===== src/rtl/evt_irq_pkg.sv =====
package evt_irq_pkg;
  localparam int unsigned WORD_W    = 32;
  localparam int unsigned NUM_WORDS = 3;
  localparam int unsigned NUM_GRP   = 3;
  localparam int unsigned ADDR_W    = 6;
  localparam int unsigned WSEL_W    = 2;

  typedef enum logic [1:0] {
    RGN_STATUS = 2'd0,
    RGN_GRP0   = 2'd1,
    RGN_GRP1   = 2'd2,
    RGN_GRP2   = 2'd3
  } region_e;
endpackage


===== src/rtl/evt_status.sv =====
module evt_status #(
  parameter int unsigned NUM_EVT = 96
) (
  input  logic               clk_i,
  input  logic               rst_ni,
  input  logic [NUM_EVT-1:0] event_i,
  input  logic [NUM_EVT-1:0] clr_i,
  output logic [NUM_EVT-1:0] status_o,
  output logic [NUM_EVT-1:0] set_o
);
  logic [NUM_EVT-1:0] evt_q, status_q;

  assign set_o    = event_i & ~evt_q;
  assign status_o = status_q;

  always_ff @(posedge clk_i or negedge rst_ni) begin
    if (!rst_ni) begin
      evt_q    <= '0;
      status_q <= '0;
    end else begin
      evt_q    <= event_i;
      // set has priority over clear
      status_q <= (status_q & ~clr_i) | set_o;
    end
  end
endmodule


===== src/rtl/evt_mask_bank.sv =====
module evt_mask_bank #(
  parameter int unsigned WORD_W    = 32,
  parameter int unsigned NUM_WORDS = 3,
  parameter int unsigned WSEL_W    = 2,
  localparam int unsigned NUM_EVT  = WORD_W * NUM_WORDS
) (
  input  logic               clk_i,
  input  logic               rst_ni,
  input  logic               wr_en_i,
  input  logic [WSEL_W-1:0]  wr_word_i,
  input  logic [WORD_W-1:0]  wdata_i,
  output logic [NUM_EVT-1:0] mask_o
);
  for (genvar w = 0; w < NUM_WORDS; w++) begin : g_word
    logic [WORD_W-1:0] word_q;
    always_ff @(posedge clk_i or negedge rst_ni) begin
      if (!rst_ni)                                  word_q <= '0;
      else if (wr_en_i && wr_word_i == WSEL_W'(w))  word_q <= wdata_i;
    end
    assign mask_o[w*WORD_W +: WORD_W] = word_q;
  end
endmodule


===== src/rtl/evt_route.sv =====
module evt_route #(
  parameter int unsigned NUM_EVT = 96,
  localparam int unsigned IDX_W  = $clog2(NUM_EVT)
) (
  input  logic               clk_i,
  input  logic               rst_ni,
  input  logic [NUM_EVT-1:0] status_i,
  input  logic [NUM_EVT-1:0] mask_i,
  output logic               irq_o,
  output logic               pend_valid_o,
  output logic [IDX_W-1:0]   pend_idx_o
);
  logic [NUM_EVT-1:0] hit;
  logic               any_d;
  logic [IDX_W-1:0]   idx_d;
  logic               irq_q;
  logic [IDX_W-1:0]   idx_q;

  assign hit   = status_i & mask_i;
  assign any_d = |hit;

  // downward scan leaves the lowest set position
  always_comb begin
    idx_d = '0;
    for (int i = NUM_EVT - 1; i >= 0; i--) begin
      if (hit[i]) idx_d = IDX_W'(i);
    end
  end

  always_ff @(posedge clk_i or negedge rst_ni) begin
    if (!rst_ni) begin
      irq_q <= 1'b0;
      idx_q <= '0;
    end else begin
      irq_q <= any_d;
      idx_q <= idx_d;
    end
  end

  assign irq_o        = irq_q;
  assign pend_valid_o = irq_q;
  assign pend_idx_o   = idx_q;
endmodule


===== src/rtl/evt_irq_ctrl.sv =====
module evt_irq_ctrl
  import evt_irq_pkg::*;
#(
  parameter int unsigned WORD_W_P    = WORD_W,
  parameter int unsigned NUM_WORDS_P = NUM_WORDS,
  parameter int unsigned NUM_GRP_P   = NUM_GRP,
  localparam int unsigned NUM_EVT    = WORD_W_P * NUM_WORDS_P,
  localparam int unsigned IDX_W      = $clog2(NUM_EVT)
) (
  input  logic                         clk_i,
  input  logic                         rst_ni,
  input  logic [NUM_EVT-1:0]           event_i,
  input  logic                         we_i,
  input  logic [ADDR_W-1:0]            addr_i,
  input  logic [WORD_W_P-1:0]          wdata_i,
  output logic [WORD_W_P-1:0]          rdata_o,
  output logic [NUM_GRP_P-1:0]         irq_o,
  output logic [NUM_GRP_P-1:0]         pend_valid_o,
  output logic [NUM_GRP_P*IDX_W-1:0]   pend_idx_o
);
  logic [1:0]             rgn;
  logic [WSEL_W-1:0]      wsel;
  logic                   word_ok;
  logic [NUM_EVT-1:0]     clr_vec;
  logic [NUM_EVT-1:0]     status_q;
  logic [NUM_EVT-1:0]     set_vec;
  logic [NUM_GRP_P*NUM_EVT-1:0] mask_flat;

  assign rgn     = addr_i[5:4];
  assign wsel    = addr_i[3:2];
  assign word_ok = 32'(wsel) < NUM_WORDS_P;

  for (genvar w = 0; w < NUM_WORDS_P; w++) begin : g_clr
    assign clr_vec[w*WORD_W_P +: WORD_W_P] =
      (we_i && rgn == RGN_STATUS && wsel == WSEL_W'(w)) ? wdata_i : '0;
  end

  evt_status #(.NUM_EVT(NUM_EVT)) u_status (
    .clk_i    (clk_i),
    .rst_ni   (rst_ni),
    .event_i  (event_i),
    .clr_i    (clr_vec),
    .status_o (status_q),
    .set_o    (set_vec)
  );

  for (genvar g = 0; g < NUM_GRP_P; g++) begin : g_grp
    logic bank_we;
    assign bank_we = we_i && word_ok && rgn == 2'(g + 1);

    evt_mask_bank #(
      .WORD_W    (WORD_W_P),
      .NUM_WORDS (NUM_WORDS_P),
      .WSEL_W    (WSEL_W)
    ) u_bank (
      .clk_i     (clk_i),
      .rst_ni    (rst_ni),
      .wr_en_i   (bank_we),
      .wr_word_i (wsel),
      .wdata_i   (wdata_i),
      .mask_o    (mask_flat[g*NUM_EVT +: NUM_EVT])
    );

    evt_route #(.NUM_EVT(NUM_EVT)) u_route (
      .clk_i        (clk_i),
      .rst_ni       (rst_ni),
      .status_i     (status_q),
      .mask_i       (mask_flat[g*NUM_EVT +: NUM_EVT]),
      .irq_o        (irq_o[g]),
      .pend_valid_o (pend_valid_o[g]),
      .pend_idx_o   (pend_idx_o[g*IDX_W +: IDX_W])
    );
  end

  always_comb begin
    rdata_o = '0;
    if (word_ok) begin
      for (int w = 0; w < NUM_WORDS_P; w++) begin
        if (wsel == WSEL_W'(w)) begin
          if (rgn == RGN_STATUS) rdata_o = status_q[w*WORD_W_P +: WORD_W_P];
          for (int g = 0; g < NUM_GRP_P; g++) begin
            if (rgn == 2'(g + 1))
              rdata_o = mask_flat[g*NUM_EVT + w*WORD_W_P +: WORD_W_P];
          end
        end
      end
    end
  end
endmodule


===== config.mk =====
export PLATFORM = sky130hd
export DESIGN_NAME = evt_irq_ctrl
export DESIGN_NICKNAME = d
export VERILOG_FILES = /design/src/rtl/evt_irq_pkg.sv /design/src/rtl/evt_status.sv /design/src/rtl/evt_mask_bank.sv /design/src/rtl/evt_route.sv /design/src/rtl/evt_irq_ctrl.sv
export SDC_FILE = /design/constraint.sdc
export NUM_CORES = 1
export LEC_CHECK = 0
export BUFFER_PORTS_ARGS = -buffer_cell sky130_fd_sc_hd__buf_4
export CAP_MARGIN = 25
export CORE_MARGIN = 1
export CORE_UTILIZATION = 40
export DETAILED_ROUTE_END_ITERATION = 16
export GPL_TIMING_DRIVEN = 0
export PLACE_DENSITY = 0.62
export SKIP_CTS_REPAIR_TIMING = 1
export SYNTH_ARGS = -nofsm -noshare
export SYNTH_HDL_FRONTEND = slang
export SYNTH_SLANG_ARGS = --single-unit

===== constraint.sdc =====
create_clock -name clk_i -period 2.5 [get_ports clk_i]
set_clock_uncertainty 0.1 [all_clocks]
set_input_delay 0.25 -clock clk_i [delete_from_list [all_inputs] [get_ports clk_i]]
set_output_delay 0.25 -clock clk_i [all_outputs]
set_load 0.02 [all_outputs]

==> metrics.md <==
| Metric | Value |
|---|---|
| Largest net degree at the start of global routing | 121 |
| Post-Synthesis Cells | around 2,500 |
| Setup_tns | -638 ps |
| Core area | around 63,000 um2 |
| Clk_lat worst skew | about 640 ps |
| Failing checks | setup timing |
| Most common cell after layout, fill and taps aside | nand2_1 |
| Multi-input logic area | 12,700 um2 |
| Placer Congestion | a little over 1 |
| Commonest non-fill, non-tap cells in the layout | nand2_1 (512), dfrtp_1 (454), mux2_2 (285), buf_4 (225), o21ai_0 (132) |
| Worst setup path startpoint | addr_i[3] |
| Inserted Clock Buffers | 57 |
| # fillers | about 5,800 |
| Cell Area, Synth | roughly 26,000 um2 |
| RSZ-0062 raised after global routing | yes |
| Slew @ Worst Pin | just over 1000 ps |
| HP Class | in2async |
| Reg area | around 13,000 um2 |
| Clock tree buffer depth | 3 |
| Static leakage | 14.3 nW |
| Fraction of registers with async set or reset after synthesis | between 90% and 100% |
| Dominant cells by area after synthesis | dfrtp_1 (49%), mux2_2 (12%), nand2_1 (7.5%) |
| Fraction of the cycle the final worst path needs | 107% |
| Worst vdd ir | 0.571 mV |
| PortBufs | 190 |
| DP Worst Slack | -1010 ps |
| Critical Path Source Type | input pin |
| PD cells | around 840 nW/um2 |
| Data required, critical path | around 2200 ps |
| Total grt overflow | 0 |
| Mapped Nets | approximately 2,600 |
| Fin nets | roughly 3,000 |
| CTS tree | done |
| H-tree depth | 2 |
| Top routing layer used | met4 |
| Element type at the critical path end | primary output |
| CP cell instances | buf_4, clkbuf_1, clkbuf_1, nor3_2, a221oi_2, buf_4 |
| Yosys Warn Count | 0 |
| Synth Area per Inst | about 11 um2 |
| WP data arrival | approximately 2300 ps |
| Sequential area share after synthesis | a little under 50% |
| WL final | roughly 100 mm |
| Die area | 65,700 um2 |
| Post-synth top flop | dfrtp_1 |
| R2R Path Start | u_status.status_o[29] |
| # setup viols final | 13 |
| Setup WS post-layout | -171 ps |
| Global-route wire length before repair | 145 mm |
| Cell row count | 92 |
| CTS sink cnt | between 500 and 600 |
| Number of global-route vias before repair | 20,900 |
| I/O pins | 196 |
| Reg2reg setup slack | -90 ps |
| Final Hold Fails | 0 |
| DRT iter0 DRCs | ~2,600 |
| Number of synthesized flops with an enable pin | 0 |
| Wire length on met1 | 41.7 mm |
| Area leader, netlist | dfrtp_1 |
| Final ANT Viol Nets | 0 |
| Initial Utilization | around two fifths |
| Clock Root Buffer | clkbuf_16 |
| Status | complete, but fails checks |
| Crit path max fanout | 10 |
| Synth cell types | between 60 and 70 |
| Yosys top cell area share | between 40 and 50% |
| Slew Limit Headroom | between 30% and 40% |
| Max-slew violations | 0 |
| Final HPWL DP | slightly below 80 mm |
| GRT Resource Usage Total | roughly 30% |
| Worst-path cell with the longest stage delay | clkbuf_1 |
| P&R area growth vs syn | 25.5% |
| FMAX | between 300 and 400 MHz |
| Met3 wire len | between 9 and 10 mm |
| Die Y | between 200 and 300 um |
| Vias/cell | 5.97 |
| Reg2reg path depth | 6 |
| Worst R2R End | g_grp[2].u_route.pend_idx_o[0] |
| Pre-antenna DRT Iters | 7 |
| Worst-path clk slew | about 50 ps |
| Post-layout minimum cycle time | approximately 2700 ps |
| WS Path Type | in2out |
| WL met2 | 46.0 mm |
| Max Cap Violations | 0 |
| Worst Setup EP | rdata_o[16] |
| Share of layout cells above drive strength 1 | a little under a third |
| Initial antenna violation count | 1 |
| Max incr delay on CP | roughly 710 ps |
| Via count | 22,200 |
| DRC | 0 |
| Register bit total from synthesis | about 500 |
| Chip width | 256 um |
| Routed WL per cell | roughly 27 um |
-- cell families (layout without fill, tap and decap cells) --
| group | after synthesis | count (layout) | synth area share, % |
|---|---|---|---|
| AND/OR/NAND/NOR | 753 | 753 | 12.4 |
| AO/OA/AOI/OAI | 523 | 523 | 13.7 |
| flip-flops | 504 | 504 | 48.8 |
| multiplexers | 400 | 400 | 20.7 |
| buffers and inverters | 278 | 697 | 4.38 |
| other | 0 | 1 | 0 |
-- state kept, by name (all words and copies together), names as in the netlist --
| register | cells |
|---|---|
| u_status.status_o | 96 |
| g_grp.u_bank.g_word.word_q | 288 |
| g_grp.u_route.pend_idx_o | 21 |
| u_status.evt_q | 96 |
| g_grp.u_route.irq_o | 3 |
-- final cells by class --
type                            count  area share, %
Antenna cell                        1        0.00771
Sequential cell                   504           39.1
Clock inverter                     27          0.929
Clock buffer                       76           4.83
Multi-Input combinational cell   1676           39.1
Tap cell                          846           3.26
Buffer                            126           1.90
Timing Repair Buffer              359           9.63
Inverter                          109           1.26
-- per-layer routing --
layer | vias up | global-route usage, %
met5 | - | 0
met4 | 0 | 10.5
met3 | 191 | 6.24
met2 | 1096 | 47.1
met1 | 11300 | 41.5
li1 | 9618 | -
-- where the power goes --
part | internal [W] | switching [W] | total, W
clock | 0.00492 | 0.00355 | 0.00847
sequential | 0.00945 | 0.00152 | 0.0110
combinational | 0.00330 | 0.00447 | 0.00777
total | 0.0177 | 0.00954 | 0.0272
-- worst max-delay path, delay by kind of cell --
| family | cells | cell delay [ps] |
|---|---|---|
| buffers and inverters | 4 | 1590 |
| AOI/OAI and AO/OA | 1 | 340 |
| and+or+nand+nor | 1 | 130 |
-- cells in the mapped netlist, drive strengths merged (16+ instances only) --
library cell,count
a21oi,72
a22o,35
a22oi,80
a32o,29
and2,16
buf,57
clkbuf,112
dfrtp,504
inv,109
mux2,287
mux2i,34
mux4,79
nand2,514
nand3,60
nand4,18
nor2,65
o21ai,174
-- worst min-delay path by stage --
stage                      from                                  end  slack, ps  depth (start not counted)
finish                   rst_ni                 u_status.status_o[8]        170                          2
floorplan                rst_ni  g_grp[0].u_bank.g_word[0].word_q[0]       -150                          0
detailed placement       rst_ni                    u_status.evt_q[7]        210                          1
global route        event_i[40]                   u_status.evt_q[40]        160                          2
CTS                      rst_ni  g_grp[0].u_bank.g_word[0].word_q[5]       -430                          1
global placement    event_i[60]                   u_status.evt_q[60]        270                          1
-- metrics by stage --
step | hold WS (ps) | power [W] | utilization (%) | cell area [um2] | cells
3_3_place_gp | 269 | 0.0178 | 44.7 | 28300 | 3494
3_5_place_dp | 212 | 0.0179 | 44.9 | 28500 | 3500
2_1_floorplan | -146 | 0.0147 | - | 25900 | 2458
5_1_grt | 163 | 0.0282 | 51.2 | 32400 | 3724
4_1_cts | -429 | 0.0264 | 47.8 | 30300 | 3603
6_report | 168 | 0.0272 | 51.2 | 32400 | 3724
Power figures use the tool's default switching activity.
